### config.mk
export PLATFORM = sky130hd
export DESIGN_NAME = i2c_sensor_regif
export DESIGN_NICKNAME = d
export VERILOG_FILES = /design/src/rtl/i2c_regif_pkg.sv /design/src/rtl/i2c_line_sync.sv /design/src/rtl/i2c_byte_engine.sv /design/src/rtl/i2c_sensor_regs.sv /design/src/rtl/i2c_sensor_regif.sv
export SDC_FILE = /design/constraint.sdc
export NUM_CORES = 1
export LEC_CHECK = 0
export BUFFER_PORTS_ARGS = -buffer_cell sky130_fd_sc_hd__buf_2
export CAP_MARGIN = 20
export CORE_MARGIN = 4
export CORE_UTILIZATION = 30
export DETAILED_ROUTE_END_ITERATION = 16
export HOLD_SLACK_MARGIN = 0.08
export MAX_ROUTING_LAYER = met4
export PLACE_DENSITY = 0.53
export SLEW_MARGIN = 10
export SYNTH_ARGS = -nofsm -noshare
export SYNTH_HDL_FRONTEND = slang
export SYNTH_SLANG_ARGS = --single-unit
### constraint.sdc
create_clock -name clk -period 3.6 [get_ports clk]
set_clock_uncertainty 0.1 [all_clocks]
set_input_delay 0 -clock clk [delete_from_list [all_inputs] [get_ports clk]]
set_output_delay 0 -clock clk [all_outputs]
set_load 0.1 [all_outputs]
### src/rtl/i2c_regif_pkg.sv
package i2c_regif_pkg;
  localparam int ADDR_W = 5;
  localparam int NREG   = 23;
  typedef logic [ADDR_W-1:0] raddr_t;

  localparam raddr_t REG_CTRL  = 5'h00;
  localparam raddr_t REG_INTR  = 5'h01;
  localparam raddr_t REG_ATIME = 5'h02;
  localparam raddr_t REG_PTIME = 5'h03;
  localparam raddr_t RO_LO     = 5'h0E;
  localparam raddr_t RO_HI     = 5'h13;
  localparam raddr_t NREG_A    = raddr_t'(NREG);

  localparam int CTRL_PWR  = 0;
  localparam int CTRL_SRST = 6;
  localparam int INTR_LFLG = 3;
  localparam int INTR_PFLG = 4;
  localparam int INTR_NEAR = 5;

  typedef enum logic [2:0] {
    ST_IDLE, ST_ADDR, ST_AACK, ST_WR, ST_WACK, ST_RD, ST_RACK
  } eng_state_t;

  function automatic logic [7:0] reg_default(input raddr_t a);
    case (a)
      5'h01:                                     return 8'h40;
      5'h02, 5'h03, 5'h04, 5'h05, 5'h07, 5'h09, 5'h0B: return 8'hFF;
      5'h06, 5'h0A, 5'h0C:                       return 8'h03;
      5'h08:                                     return 8'hBF;
      default:                                   return 8'h00;
    endcase
  endfunction
endpackage

### src/rtl/i2c_line_sync.sv
module i2c_line_sync #(
  parameter int STAGES = 2
) (
  input  logic clk,
  input  logic rst_n,
  input  logic scl_i,
  input  logic sda_i,
  output logic scl_s,
  output logic sda_s,
  output logic scl_rise,
  output logic scl_fall,
  output logic start_det,
  output logic stop_det
);
  logic [STAGES-1:0] scl_ff, sda_ff;
  logic scl_d, sda_d;

  always_ff @(posedge clk or negedge rst_n) begin
    if (!rst_n) begin
      scl_ff <= '1;
      sda_ff <= '1;
      scl_d  <= 1'b1;
      sda_d  <= 1'b1;
    end else begin
      scl_ff <= {scl_ff[STAGES-2:0], scl_i};
      sda_ff <= {sda_ff[STAGES-2:0], sda_i};
      scl_d  <= scl_ff[STAGES-1];
      sda_d  <= sda_ff[STAGES-1];
    end
  end

  assign scl_s     = scl_ff[STAGES-1];
  assign sda_s     = sda_ff[STAGES-1];
  assign scl_rise  = scl_s & ~scl_d;
  assign scl_fall  = ~scl_s & scl_d;
  assign start_det = scl_s & scl_d & sda_d & ~sda_s;
  assign stop_det  = scl_s & scl_d & ~sda_d & sda_s;
endmodule

### src/rtl/i2c_byte_engine.sv
module i2c_byte_engine
  import i2c_regif_pkg::*;
(
  input  logic       clk,
  input  logic       rst_n,
  input  logic       scl_s,
  input  logic       sda_s,
  input  logic       scl_rise,
  input  logic       scl_fall,
  input  logic       start_det,
  input  logic       stop_det,
  input  logic [6:0] dev_addr,
  input  logic [7:0] rd_data,
  output logic       sda_oe,
  output raddr_t     ptr,
  output logic       wr_en,
  output raddr_t     wr_addr,
  output logic [7:0] wr_data
);
  localparam logic [3:0] BYTE_BITS = 4'd8;

  eng_state_t state;
  logic [3:0] bitcnt;
  logic [7:0] shreg, txsh;
  logic       first_byte, rnw, mack;

  always_ff @(posedge clk or negedge rst_n) begin
    if (!rst_n) begin
      state <= ST_IDLE; bitcnt <= '0; shreg <= '0; txsh <= '0;
      first_byte <= 1'b0; rnw <= 1'b0; mack <= 1'b0;
      sda_oe <= 1'b0; ptr <= '0; wr_en <= 1'b0; wr_addr <= '0; wr_data <= '0;
    end else begin
      wr_en <= 1'b0;
      if (start_det) begin
        state <= ST_ADDR; bitcnt <= '0; first_byte <= 1'b1; sda_oe <= 1'b0;
      end else if (stop_det) begin
        state <= ST_IDLE; sda_oe <= 1'b0;
      end else begin
        case (state)
          ST_ADDR, ST_WR: begin
            if (scl_rise) begin
              shreg  <= {shreg[6:0], sda_s};
              bitcnt <= bitcnt + 4'd1;
            end
            if (scl_fall && bitcnt == BYTE_BITS) begin
              bitcnt <= '0;
              if (state == ST_ADDR) begin
                if (shreg[7:1] == dev_addr) begin
                  sda_oe <= 1'b1; rnw <= shreg[0]; state <= ST_AACK;
                end else begin
                  state <= ST_IDLE;
                end
              end else begin
                sda_oe <= 1'b1;
                state  <= ST_WACK;
                if (first_byte) begin
                  ptr        <= shreg[ADDR_W-1:0];
                  first_byte <= 1'b0;
                end else begin
                  wr_en   <= 1'b1;
                  wr_addr <= ptr;
                  wr_data <= shreg;
                  ptr     <= ptr + 5'd1;
                end
              end
            end
          end
          ST_AACK: if (scl_fall) begin
            bitcnt <= '0;
            if (rnw) begin
              txsh <= rd_data; sda_oe <= ~rd_data[7]; state <= ST_RD;
            end else begin
              sda_oe <= 1'b0; state <= ST_WR;
            end
          end
          ST_WACK: if (scl_fall) begin
            sda_oe <= 1'b0; state <= ST_WR;
          end
          ST_RD: begin
            if (scl_rise) bitcnt <= bitcnt + 4'd1;
            if (scl_fall) begin
              if (bitcnt == BYTE_BITS) begin
                sda_oe <= 1'b0; state <= ST_RACK; ptr <= ptr + 5'd1; bitcnt <= '0;
              end else begin
                txsh   <= {txsh[6:0], 1'b0};
                sda_oe <= ~txsh[6];
              end
            end
          end
          ST_RACK: begin
            if (scl_rise) mack <= ~sda_s;
            if (scl_fall) begin
              if (mack) begin
                txsh <= rd_data; sda_oe <= ~rd_data[7]; state <= ST_RD;
              end else begin
                state <= ST_IDLE;
              end
            end
          end
          default: sda_oe <= 1'b0;
        endcase
      end
    end
  end

  assert_idle_release_R5: assert property (@(posedge clk) disable iff (!rst_n)
    (state == ST_IDLE) |-> !sda_oe);
  assert_drive_on_low_clock_R4: assert property (@(posedge clk) disable iff (!rst_n)
    $rose(sda_oe) |-> !scl_s);
  assert_ptr_advance_R2: assert property (@(posedge clk) disable iff (!rst_n)
    wr_en |-> (ptr == wr_addr + 5'd1));
endmodule

### src/rtl/i2c_sensor_regs.sv
module i2c_sensor_regs
  import i2c_regif_pkg::*;
#(
  parameter int PS_W = 10
) (
  input  logic              clk,
  input  logic              rst_n,
  input  logic              wr_en,
  input  raddr_t            wr_addr,
  input  logic [7:0]        wr_data,
  input  raddr_t            rd_addr,
  output logic [7:0]        rd_data,
  input  logic [15:0]       light_val,
  input  logic [PS_W-1:0]   prox_val,
  input  logic [PS_W-1:0]   ir_val,
  input  logic              prox_near,
  input  logic              light_flag_set,
  input  logic              prox_flag_set,
  output logic [NREG*8-1:0] cfg_flat
);
  localparam int EXT_W = 16 - PS_W;

  logic [7:0]  regs [NREG];
  logic [15:0] prox_ext, ir_ext;
  logic        soft_rst, ro_hit;

  assign prox_ext = {{EXT_W{1'b0}}, prox_val};
  assign ir_ext   = {{EXT_W{1'b0}}, ir_val};
  assign soft_rst = wr_en && (wr_addr == REG_CTRL) && wr_data[CTRL_SRST];
  assign ro_hit   = (wr_addr >= RO_LO) && (wr_addr <= RO_HI);

  always_ff @(posedge clk or negedge rst_n) begin
    if (!rst_n) begin
      for (int i = 0; i < NREG; i++) regs[i] <= reg_default(raddr_t'(i));
    end else begin
      if (soft_rst) begin
        for (int i = 0; i < NREG; i++) regs[i] <= reg_default(raddr_t'(i));
      end else if (wr_en && (wr_addr < NREG_A) && !ro_hit) begin
        case (wr_addr)
          REG_CTRL: regs[REG_CTRL] <= {wr_data[7], 1'b0, wr_data[5:3],
              wr_data[2:1] & {2{regs[REG_CTRL][CTRL_PWR] & wr_data[CTRL_PWR]}},
              wr_data[CTRL_PWR]};
          REG_INTR: regs[REG_INTR] <= {wr_data[7:6], 1'b0,
              regs[REG_INTR][INTR_PFLG:INTR_LFLG] & wr_data[INTR_PFLG:INTR_LFLG],
              wr_data[2:0]};
          REG_ATIME, REG_PTIME: if (wr_data != 8'h00) regs[wr_addr] <= wr_data;
          default: regs[wr_addr] <= wr_data;
        endcase
      end
      if (light_flag_set) regs[REG_INTR][INTR_LFLG] <= 1'b1;
      if (prox_flag_set)  regs[REG_INTR][INTR_PFLG] <= 1'b1;
    end
  end

  always_comb begin
    rd_data = 8'h00;
    if (rd_addr < NREG_A) rd_data = regs[rd_addr];
    case (rd_addr)
      REG_INTR: rd_data[INTR_NEAR] = prox_near;
      5'h0E: rd_data = light_val[7:0];
      5'h0F: rd_data = light_val[15:8];
      5'h10: rd_data = prox_ext[7:0];
      5'h11: rd_data = prox_ext[15:8];
      5'h12: rd_data = ir_ext[7:0];
      5'h13: rd_data = ir_ext[15:8];
      default: ;
    endcase
  end

  for (genvar g = 0; g < NREG; g++) begin : g_cfg
    assign cfg_flat[g*8 +: 8] = regs[g];
  end

  assert_time_zero_keep_R10: assert property (@(posedge clk) disable iff (!rst_n)
    (wr_en && wr_addr == REG_ATIME && wr_data == 8'h00) |=> $stable(regs[REG_ATIME]));
  assert_ptime_zero_keep_R10: assert property (@(posedge clk) disable iff (!rst_n)
    (wr_en && wr_addr == REG_PTIME && wr_data == 8'h00) |=> $stable(regs[REG_PTIME]));
  assert_enable_needs_power_R11: assert property (@(posedge clk) disable iff (!rst_n)
    (regs[REG_CTRL][2:1] != 2'b00) |-> regs[REG_CTRL][CTRL_PWR]);
  assert_soft_reset_R8: assert property (@(posedge clk) disable iff (!rst_n)
    soft_rst |=> (regs[REG_CTRL] == 8'h00 && regs[REG_ATIME] == 8'hFF));
  assert_flag_clear_R9: assert property (@(posedge clk) disable iff (!rst_n)
    (wr_en && wr_addr == REG_INTR && !wr_data[INTR_LFLG] && !light_flag_set)
      |=> !regs[REG_INTR][INTR_LFLG]);
  assert_reserved_zero_R6: assert property (@(posedge clk) disable iff (!rst_n)
    (rd_addr >= NREG_A) |-> (rd_data == 8'h00));
endmodule

### src/rtl/i2c_sensor_regif.sv
module i2c_sensor_regif
  import i2c_regif_pkg::*;
#(
  parameter int         PS_W        = 10,
  parameter int         SYNC_STAGES = 2,
  parameter logic [6:0] ADDR_LO     = 7'h5C,
  parameter logic [6:0] ADDR_HI     = 7'h23
) (
  input  logic              clk,
  input  logic              rst_n,
  input  logic              addr_strap,
  input  logic              scl_i,
  input  logic              sda_i,
  output logic              sda_oe,
  input  logic [15:0]       light_val,
  input  logic [PS_W-1:0]   prox_val,
  input  logic [PS_W-1:0]   ir_val,
  input  logic              prox_near,
  input  logic              light_flag_set,
  input  logic              prox_flag_set,
  output logic [NREG*8-1:0] cfg_flat
);
  logic   scl_s, sda_s, scl_rise, scl_fall, start_det, stop_det;
  logic   strap_q, strap_done, wr_en;
  raddr_t ptr, wr_addr;
  logic [7:0] wr_data, rd_data;
  logic [6:0] dev_addr;

  always_ff @(posedge clk or negedge rst_n) begin
    if (!rst_n) begin
      strap_q <= 1'b0; strap_done <= 1'b0;
    end else if (!strap_done) begin
      strap_q <= addr_strap; strap_done <= 1'b1;
    end
  end

  assign dev_addr = strap_q ? ADDR_HI : ADDR_LO;

  assert_strap_frozen_R1: assert property (@(posedge clk) disable iff (!rst_n)
    $past(strap_done) |-> $stable(strap_q));

  i2c_line_sync #(.STAGES(SYNC_STAGES)) u_sync (
    .clk(clk), .rst_n(rst_n), .scl_i(scl_i), .sda_i(sda_i),
    .scl_s(scl_s), .sda_s(sda_s), .scl_rise(scl_rise), .scl_fall(scl_fall),
    .start_det(start_det), .stop_det(stop_det));

  i2c_byte_engine u_eng (
    .clk(clk), .rst_n(rst_n), .scl_s(scl_s), .sda_s(sda_s),
    .scl_rise(scl_rise), .scl_fall(scl_fall), .start_det(start_det), .stop_det(stop_det),
    .dev_addr(dev_addr), .rd_data(rd_data), .sda_oe(sda_oe), .ptr(ptr),
    .wr_en(wr_en), .wr_addr(wr_addr), .wr_data(wr_data));

  i2c_sensor_regs #(.PS_W(PS_W)) u_regs (
    .clk(clk), .rst_n(rst_n), .wr_en(wr_en), .wr_addr(wr_addr), .wr_data(wr_data),
    .rd_addr(ptr), .rd_data(rd_data), .light_val(light_val), .prox_val(prox_val),
    .ir_val(ir_val), .prox_near(prox_near), .light_flag_set(light_flag_set),
    .prox_flag_set(prox_flag_set), .cfg_flat(cfg_flat));
endmodule

==> results of run 1 <==
power by group through the flow:
stage | clock network (mW) | registers [mW] | logic (mW)
after global routing | 3.16 | 2.84 | 0.310
after floorplan | 0 | 2.84 | 0.146
after global placement | 0 | 2.87 | 0.250
after CTS | 3.05 | 2.83 | 0.280
after detailed placement | 0 | 2.87 | 0.256
final | 2.98 | 2.83 | 0.275
kinds of logic (layout without fill, tap and decap cells):
group	count (synthesis)	after routing	synth area share
buf+inv	109	369	0.0480
xor+xnor	5	5	0.00365
fa+ha+maj	7	7	0.00730
flops	237	237	0.502
compound gates	188	188	0.102
simple gates	402	402	0.169
other cells	1	1	0.000313
mux	141	141	0.167
layer usage:
| metal | up-vias | track usage | wire (µm) |
|---|---|---|---|
| met1 | 4848 | 0.278 | 19600 |
| li1 | 4372 | - | - |
| met4 | 0 | 0.0412 | 945 |
| met5 | - | - | 0 |
| met2 | 327 | 0.303 | 19900 |
| met3 | 55 | 0.0434 | 3060 |
through the flow:
stage / instances / cell area, µm²
global route: 1868 / 14900
CTS: 1868 / 14900
detailed placement: 1784 / 13600
floorplan: 1090 / 12000
global placement: 1784 / 13600
finish: 1868 / 14900
path summary, 6_finish.rpt:
path	end	slack (ps)	cells after the start
min reg2reg	u_sync.scl_ff[1]	260	0
min in group asynchronous	u_regs.cfg_flat[170]	380	3
max	u_eng.txsh[1]	200	7
max reg2reg	u_eng.txsh[1]	200	7
max in group asynchronous	u_regs.cfg_flat[71]	2200	4
min	strap_q	120	3
final cells by class:
cell class / count / area share
sequential: 237 / 0.404
multi-input combinational: 744 / 0.364
timing repair buffer: 293 / 0.118
clock buffer: 40 / 0.0567
tap: 518 / 0.0434
clock inverter: 13 / 0.00847
inverter: 23 / 0.00604
timing repair:
item	4_1_cts	5_1_grt
gates resized for setup	0	4
hold buffers	31	0
endpoints found under the hold margin	142	0
endpoints found under the setup margin	0	2
synth_stat cells (all sizes together) (7+ instances only):
master and instances:
dfrtp 161, nand2 144, dfstp 76, nor2 73
mux2i 69, o21ai 62, clkbuf 54, nor2b 54
a21oi 43, mux4 39, nor3 34, mux2 33
buf 32, nand3 31, inv 21, nand2b 10
a22o 8, a22oi 8, a31oi 8, nand4 8
ha 7, nor4 7, o211ai 7
sequential cells by signal, summed over array words and instances (netlist names), 2 cells and up:
signal,flops
u_sync.scl_ff,2
u_eng.wr_data,8
u_eng.ptr,5
u_eng.wr_addr,5
u_regs.cfg_flat,184
u_eng.state,3
u_eng.shreg,8
u_eng.txsh,7
u_eng.bitcnt,4
u_sync.sda_ff,2
worst max-delay path, delay by kind of cell, from the launching register on:
| family | cells | cell delay [ps] |
|---|---|---|
| and+or+nand+nor | 1 | 510 |
| buffers and inverters | 3 | 1610 |
| DFF | 1 | 410 |
| AOI/OAI and AO/OA | 3 | 650 |
==> impl_metrics.ini, run 1 <==
[floorplan]
fp.dieW_um = 208
rows = 72
ios = 229
dieArea_mm2 = 0.0432
die_h_um = 208
initial_core_util = 0.307
core-area_mm2 = 0.0391

[sta]
fin_setup_tns_ps = 0
rsz0062_at_grt = no
drv_slew = 0
finalHoldViolations = 0
period_needed_ps = 3400
max-slew-margin-rel = 0.353
setup_slack_ps = 201
tightest_slew_ps = 962
timing.hold.ws_ps = 125
setup_viol = 0
min_period_over_period = 0.944
fmax_mhz = 294

[global_routing]
grt_pass1_vias = 9828
track_usage = 0.200
grt_antenna_before_repair = 0
grt_max_degree = 81
grt_overflow = 0
grt_pass1_wl_mm = 65.5

[power_and_ir_drop]
p_leak_nw = 7.49
p_switching_mw = 1.44
pwr-share-comb = 0.045
p_clk_frac = 0.490
ir_drop_mv = 0.296
p_per_area_mw_per_mm2 = 408
internal_power_mw = 4.64
swShare = 0.237
p_total_mw = 6.09
p_seq_frac = 0.465

[run_status]
status = completed

[route]
antenna_left = 0
first_iter_violations = 747
route.vias.total = 9602
avgViaCountPerCell = 5.14
wire_per_inst_um = 23.3
remaining_drc_errors = 0
drt_first_pass_iters = 5
wl_mm = 43.5

[layout]
layout_common_cells = buf_2, dfrtp_1, nand2_1, dfstp_2, nor2_1
fill_cells = 3917
syn2layout_area_growth_pct = 24.5
final_core_util = 0.382
multi_input_area_mm2 = 0.00543
antenna_cells = 0
final_common_cell = buf_2
final-seq-area_mm2 = 0.00603
nets = 1379
drive_above_1_share = 0.359

[setup_path]
crit_start = u_eng.ptr[2]
cp_data_required_time_ps = 3950
end_kind = flop
critPathKind = reg -> reg
rr_startpoint = u_eng.ptr[2]
cp_cell_sequence = buf_4 -> clkinv_1 -> or2_2 -> a21oi_1 -> a2111oi_0 -> dlygate4sd3_1 -> a311oi_1
crit_arrival_ps = 3750
cp-start-kind = flop
slowest_stage = dlygate4sd3_1
slowest_delay_ps = 610
cp_max_fo = 31

[clock_network]
clockBufferDepth = 3
cts_made_buffers = 29
post_cts_buffers = 0
cts_root_buffer = clkbuf_16
clk_pin_slew_worst_paths_ps = 60
cts_tree = done
clk-insertion-delay-late_ps = 560
cts_max_level = 1
cts.sinks = 237

[place]
place_ws_ps = 743
port_buffers = 228
gp_congestion = 0.896
dpl.hpwl_mm = 30.4

[worst_hold_path]
hold_start = addr_strap
hold_path_class = in -> reg

[logic_synthesis]
synth_top_area_cell = dfrtp_1
yosysWarnings = 0
syn_area_mm2 = 0.0120
synthFlopType = dfrtp_1
synth-async-reset-ratio = 1.00
postSynthCellCount = 1090
synth_area_leaders = dfrtp_1, dfstp_2, mux2i_1
yosys.cell_types.count = 89
seq_area_frac_synth = 0.502
synth-edff-count = 0
synth_top_area_frac = 0.336
synth_seq_cells = 237
synth_nets = 1141
avgSynthCellArea_um2 = 11.0

[flow_run]
drv_cap = 0
Power figures use the tool's default switching activity.
==> run 2: changes to the inputs <==
Settings changed: MAX_ROUTING_LAYER met4 to default.
==> impl_metrics.ini, run 2 (same netlist as run 1, synthesis figures left out) <==
[route]
avgViaCountPerCell = 5.20
route.vias.total = 9681
wl_mm = 42.7
wire_per_inst_um = 22.9
remaining_drc_errors = 0
antenna_left = 0
drt_first_pass_iters = 5
first_iter_violations = 865

[floorplan]
dieArea_mm2 = 0.0432
ios = 229
fp.dieW_um = 208
initial_core_util = 0.307
core-area_mm2 = 0.0391
rows = 72
die_h_um = 208

[sta]
finalHoldViolations = 0
min_period_over_period = 0.943
drv_slew = 0
setup_viol = 0
period_needed_ps = 3400
rsz0062_at_grt = no
fin_setup_tns_ps = 0
fmax_mhz = 294
tightest_slew_ps = 1030
max-slew-margin-rel = 0.305
timing.hold.ws_ps = 137

[setup_path]
critPathKind = reg -> reg
cp_data_required_time_ps = 3920
cp_max_fo = 15
crit_arrival_ps = 3720
cp-start-kind = flop
end_kind = flop

[worst_hold_path]
hold_path_class = in -> reg

[clock_network]
cts_made_buffers = 28
cts.sinks = 237
clk_pin_slew_worst_paths_ps = 60
cts_root_buffer = clkbuf_16
clk-insertion-delay-late_ps = 560
clockBufferDepth = 3
cts_tree = done
post_cts_buffers = 0
cts_max_level = 1

[layout]
syn2layout_area_growth_pct = 23.6
drive_above_1_share = 0.355
fill_cells = 3910
layout_common_cells = buf_2, dfrtp_1, nand2_1, dfstp_2, nor2_1
final_common_cell = buf_2
nets = 1374
antenna_cells = 0
largest_reg_flops = 184

[power_and_ir_drop]
p_leak_nw = 7.44
p_per_area_mw_per_mm2 = 404
p_total_mw = 5.98
ir_drop_mv = 0.291

[place]
port_buffers = 228
gp_congestion = 0.907
dpl.hpwl_mm = 30.1

[global_routing]
grt_pass1_wl_mm = 64.6
grt_overflow = 0
grt_antenna_before_repair = 0
track_usage = 0.191
grt_pass1_vias = 9739
grt_max_degree = 103

[flow_run]
drv_cap = 0

[run_status]
status = completed
==> run 2: cell types whose count changed in the layout (fill, tap and decap cells not counted), moves of 2 or more <==
cell,delta
buf_4,-2
clkbuf_1,+3
clkbuf_8,-2
clkinv_2,-3
clkinv_4,-2
clkinvlp_4,+2
==> run 2: worst paths after layout <==
| kind | from | endpoint | slack [ps] | depth (start not counted) |
|---|---|---|---|---|
| setup / recovery | u_eng.ptr[1] | u_eng.sda_oe | 200 | 11 |
| hold / removal | addr_strap | strap_q | 140 | 3 |
| setup reg to reg | u_eng.ptr[1] | u_eng.sda_oe | 200 | 11 |
| hold reg to reg | u_sync.scl_ff[0] | u_sync.scl_ff[1] | 260 | 0 |
| max in group asynchronous | rst_n | u_regs.cfg_flat[111] | 2270 | 4 |
| min in group asynchronous | rst_n | u_sync.scl_d | 520 | 3 |
==> run 2: worst max-delay path: stages (launching register included) <==
cell and delay [ps]:
dfrtp_2 410, buf_4 210, inv_1 170, ha_1 210
nor4bb_2 360, buf_4 230, nand2_1 110, nand4_1 100
dlygate4sd3_1 560, a21oi_1 40, o221a_2 230, dlygate4sd3_1 540
==> run 2: layout make-up <==
cell class | count | area (µm²) | share of cell area
flip-flops and latches | 237 | 6030 | 0.407
clock buffers | 40 | 806 | 0.0543
repair buffers | 289 | 1710 | 0.115
multi-input cells | 744 | 5420 | 0.365
clock inverters | 12 | 133 | 0.00895
inverters | 23 | 86.3 | 0.00582
well taps | 518 | 648 | 0.0437
==> run 2: timing repair <==
action                                  in CTS  in global routing
resized for setup                            0                  2
hold buffers                                30                  0
endpoints found under the hold margin      180                  0
endpoints found under the setup margin       0                  1
==> run 2: power breakdown <==
group	total [mW]	leakage, nW	internal, mW	switching (mW)
Combinational	0.269	4.02	0.128	0.141
Clock	2.89	0.455	1.70	1.18
Sequential	2.83	2.96	2.73	0.0928
Total	5.98	7.44	4.56	1.42
==> run 2: stage by stage <==
stage                     worst slack, ps  instances  instance area, µm²  utilization
after CTS                             201       1863               14800        0.379
after global routing                 11.9       1863               14800        0.379
after floorplan                      1000       1090               12000            -
after detailed placement              785       1781               13600        0.347
final                                 204       1863               14800        0.379
after global placement                833       1781               13600        0.347
==> run 2: routing by layer <==
layer	GRT usage	routed length, µm
met4	0.0362	807
met5	0	0
met1	0.275	18800
met2	0.303	19700
met3	0.0383	3380
==> run 3: changes to the inputs <==
Settings changed: ABC_CLOCK_PERIOD_IN_PS from default to 3600, CELL_PAD_IN_SITES_DETAIL_PLACEMENT from default to 1, CELL_PAD_IN_SITES_GLOBAL_PLACEMENT from default to 1, PLACE_DENSITY 0.53 to 0.63.
==> impl_metrics.ini, run 3 (same netlist as run 1, synthesis figures left out) <==
[sta]
period_needed_ps = 3490
max-slew-margin-rel = 0.312
setup_slack_ps = 115
tightest_slew_ps = 1030
min_period_over_period = 0.968
fin_setup_tns_ps = 0
drv_slew = 0
setup_viol = 0
timing.hold.ws_ps = 113
finalHoldViolations = 0
fmax_mhz = 287
rsz0062_at_grt = no

[worst_hold_path]
hold_path_class = in -> reg

[clock_network]
cts_root_buffer = clkbuf_16
post_cts_buffers = 0
cts_made_buffers = 30
clockBufferDepth = 3
cts_tree = done
cts_max_level = 1
clk-insertion-delay-late_ps = 580
clk_pin_slew_worst_paths_ps = 70
cts.sinks = 237

[layout]
drive_above_1_share = 0.359
design_area_mm2 = 0.0150
final_common_cell = buf_2
syn2layout_area_growth_pct = 24.7
nets = 1376
antenna_cells = 0
largest_reg_flops = 184
layout_common_cells = buf_2, dfrtp_1, nand2_1, dfstp_2, nor2_1
fill_cells = 4436

[place]
gp_congestion = 0.903
dpl.hpwl_mm = 32.0
place_ws_ps = 716
dpl_cell_area_mm2 = 0.0136
port_buffers = 228

[setup_path]
path_buf_inv = 1
crit_arrival_ps = 3850
cp_data_required_time_ps = 3970
cp_common_cell = ha_1
cp_cell_sequence = ha_1 -> and3_1 -> ha_1 -> a311o_1 -> or2_2 -> a21oi_1 -> a2111oi_0 -> dlygate4sd3_1 -> a311oi_1
end_kind = flop
critPathKind = reg -> reg
cp-start-kind = flop
cp_max_fo = 11
crit_family = compound AO/OA/AOI/OAI gates
slowest_delay_ps = 610
slowest_stage = dlygate4sd3_1

[route]
wl_met2_mm = 21.4
first_iter_violations = 681
remaining_drc_errors = 0
routed.top_layer = met4
avgViaCountPerCell = 5.36
drt_first_pass_iters = 5
route.vias.total = 10000
antenna_left = 0
wl_met3_mm = 3.11
drt-met1-wl_mm = 20.8
wl_mm = 46.5
wire_per_inst_um = 24.9

[floorplan]
rows = 72
fp.dieW_um = 208
dieArea_mm2 = 0.0432
core-area_mm2 = 0.0391
die_h_um = 208
ios = 229
initial_core_util = 0.307

[run_status]
status = completed

[power_and_ir_drop]
p_per_area_mw_per_mm2 = 422
ir_drop_mv = 0.343
p_leak_nw = 7.49

[global_routing]
grt_max_degree = 103
grt_antenna_before_repair = 0
grt_pass1_vias = 10400
grt_pass1_wl_mm = 69.4
track_usage = 0.206
grt_overflow = 0

[flow_run]
drv_cap = 0
[run 3: cell types whose count changed in the layout (fill, tap and decap cells not counted), sizes merged]
cell and change:
buf -1, inv +1, clkinv +2, bufinv +2, clkinvlp +1, clkbuf -1
[run 3: final timing paths]
check                                  from                    to  slack, ps  cells past startpoint
max                            u_eng.ptr[0]         u_eng.txsh[1]        110                      9
min                              addr_strap               strap_q        110                      3
max reg2reg                    u_eng.ptr[0]         u_eng.txsh[1]        110                      9
min reg2reg                u_sync.scl_ff[0]      u_sync.scl_ff[1]        260                      0
max in group asynchronous             rst_n  u_regs.cfg_flat[110]       2300                      4
min in group asynchronous             rst_n      u_sync.sda_ff[0]        490                      3
[run 3: timing repair]
item / 4_1_cts / 5_1_grt
hold buffers: 30 / 0
endpoints found under the setup margin: 0 / 2
hold endpoints to repair: 123 / 0
resized for setup: 0 / 3
[run 3: worst register-to-register path, cell delays in order, from the launching register on]
cell and delay, ps:
dfrtp_2 440, ha_1 310, and3_1 220, ha_1 350, a311o_1 450, or2_2 340, a21oi_1 230, a2111oi_0 130
dlygate4sd3_1 610, a311oi_1 220
[run 3: metal layers]
| layer | track usage | vias up |
|---|---|---|
| met3 | 0.0470 | 69 |
| met4 | 0.0514 | 0 |
| met1 | 0.289 | 5252 |
| met5 | 0 | - |
| met2 | 0.327 | 318 |
| li1 | - | 4373 |
[run 3: stage by stage]
step           instances  utilization  power, mW
6_report            1867        0.382       6.30
3_5_place_dp        1780        0.347       3.13
2_1_floorplan       1090            -       2.98
3_3_place_gp        1780        0.347       3.12
5_1_grt             1867        0.382       6.53
4_1_cts             1866        0.382       6.38
[run 3: layout make-up]
cell class / count / area [µm²] / share of cell area
Clock inverter: 18 / 219 / 0.0146
Sequential cell: 237 / 6030 / 0.403
Multi-Input combinational cell: 744 / 5420 / 0.363
Tap cell: 518 / 648 / 0.0433
Timing Repair Buffer: 289 / 1710 / 0.115
Inverter: 23 / 86.3 / 0.00577
Clock buffer: 38 / 832 / 0.0556
[run 3: power breakdown]
group          internal [mW]  switching (mW)  total [mW]  leakage (nW)
Clock                   1.93            1.27        3.20         0.509
Sequential              2.73          0.0903        2.82          2.96
Combinational          0.128           0.149       0.277          4.03
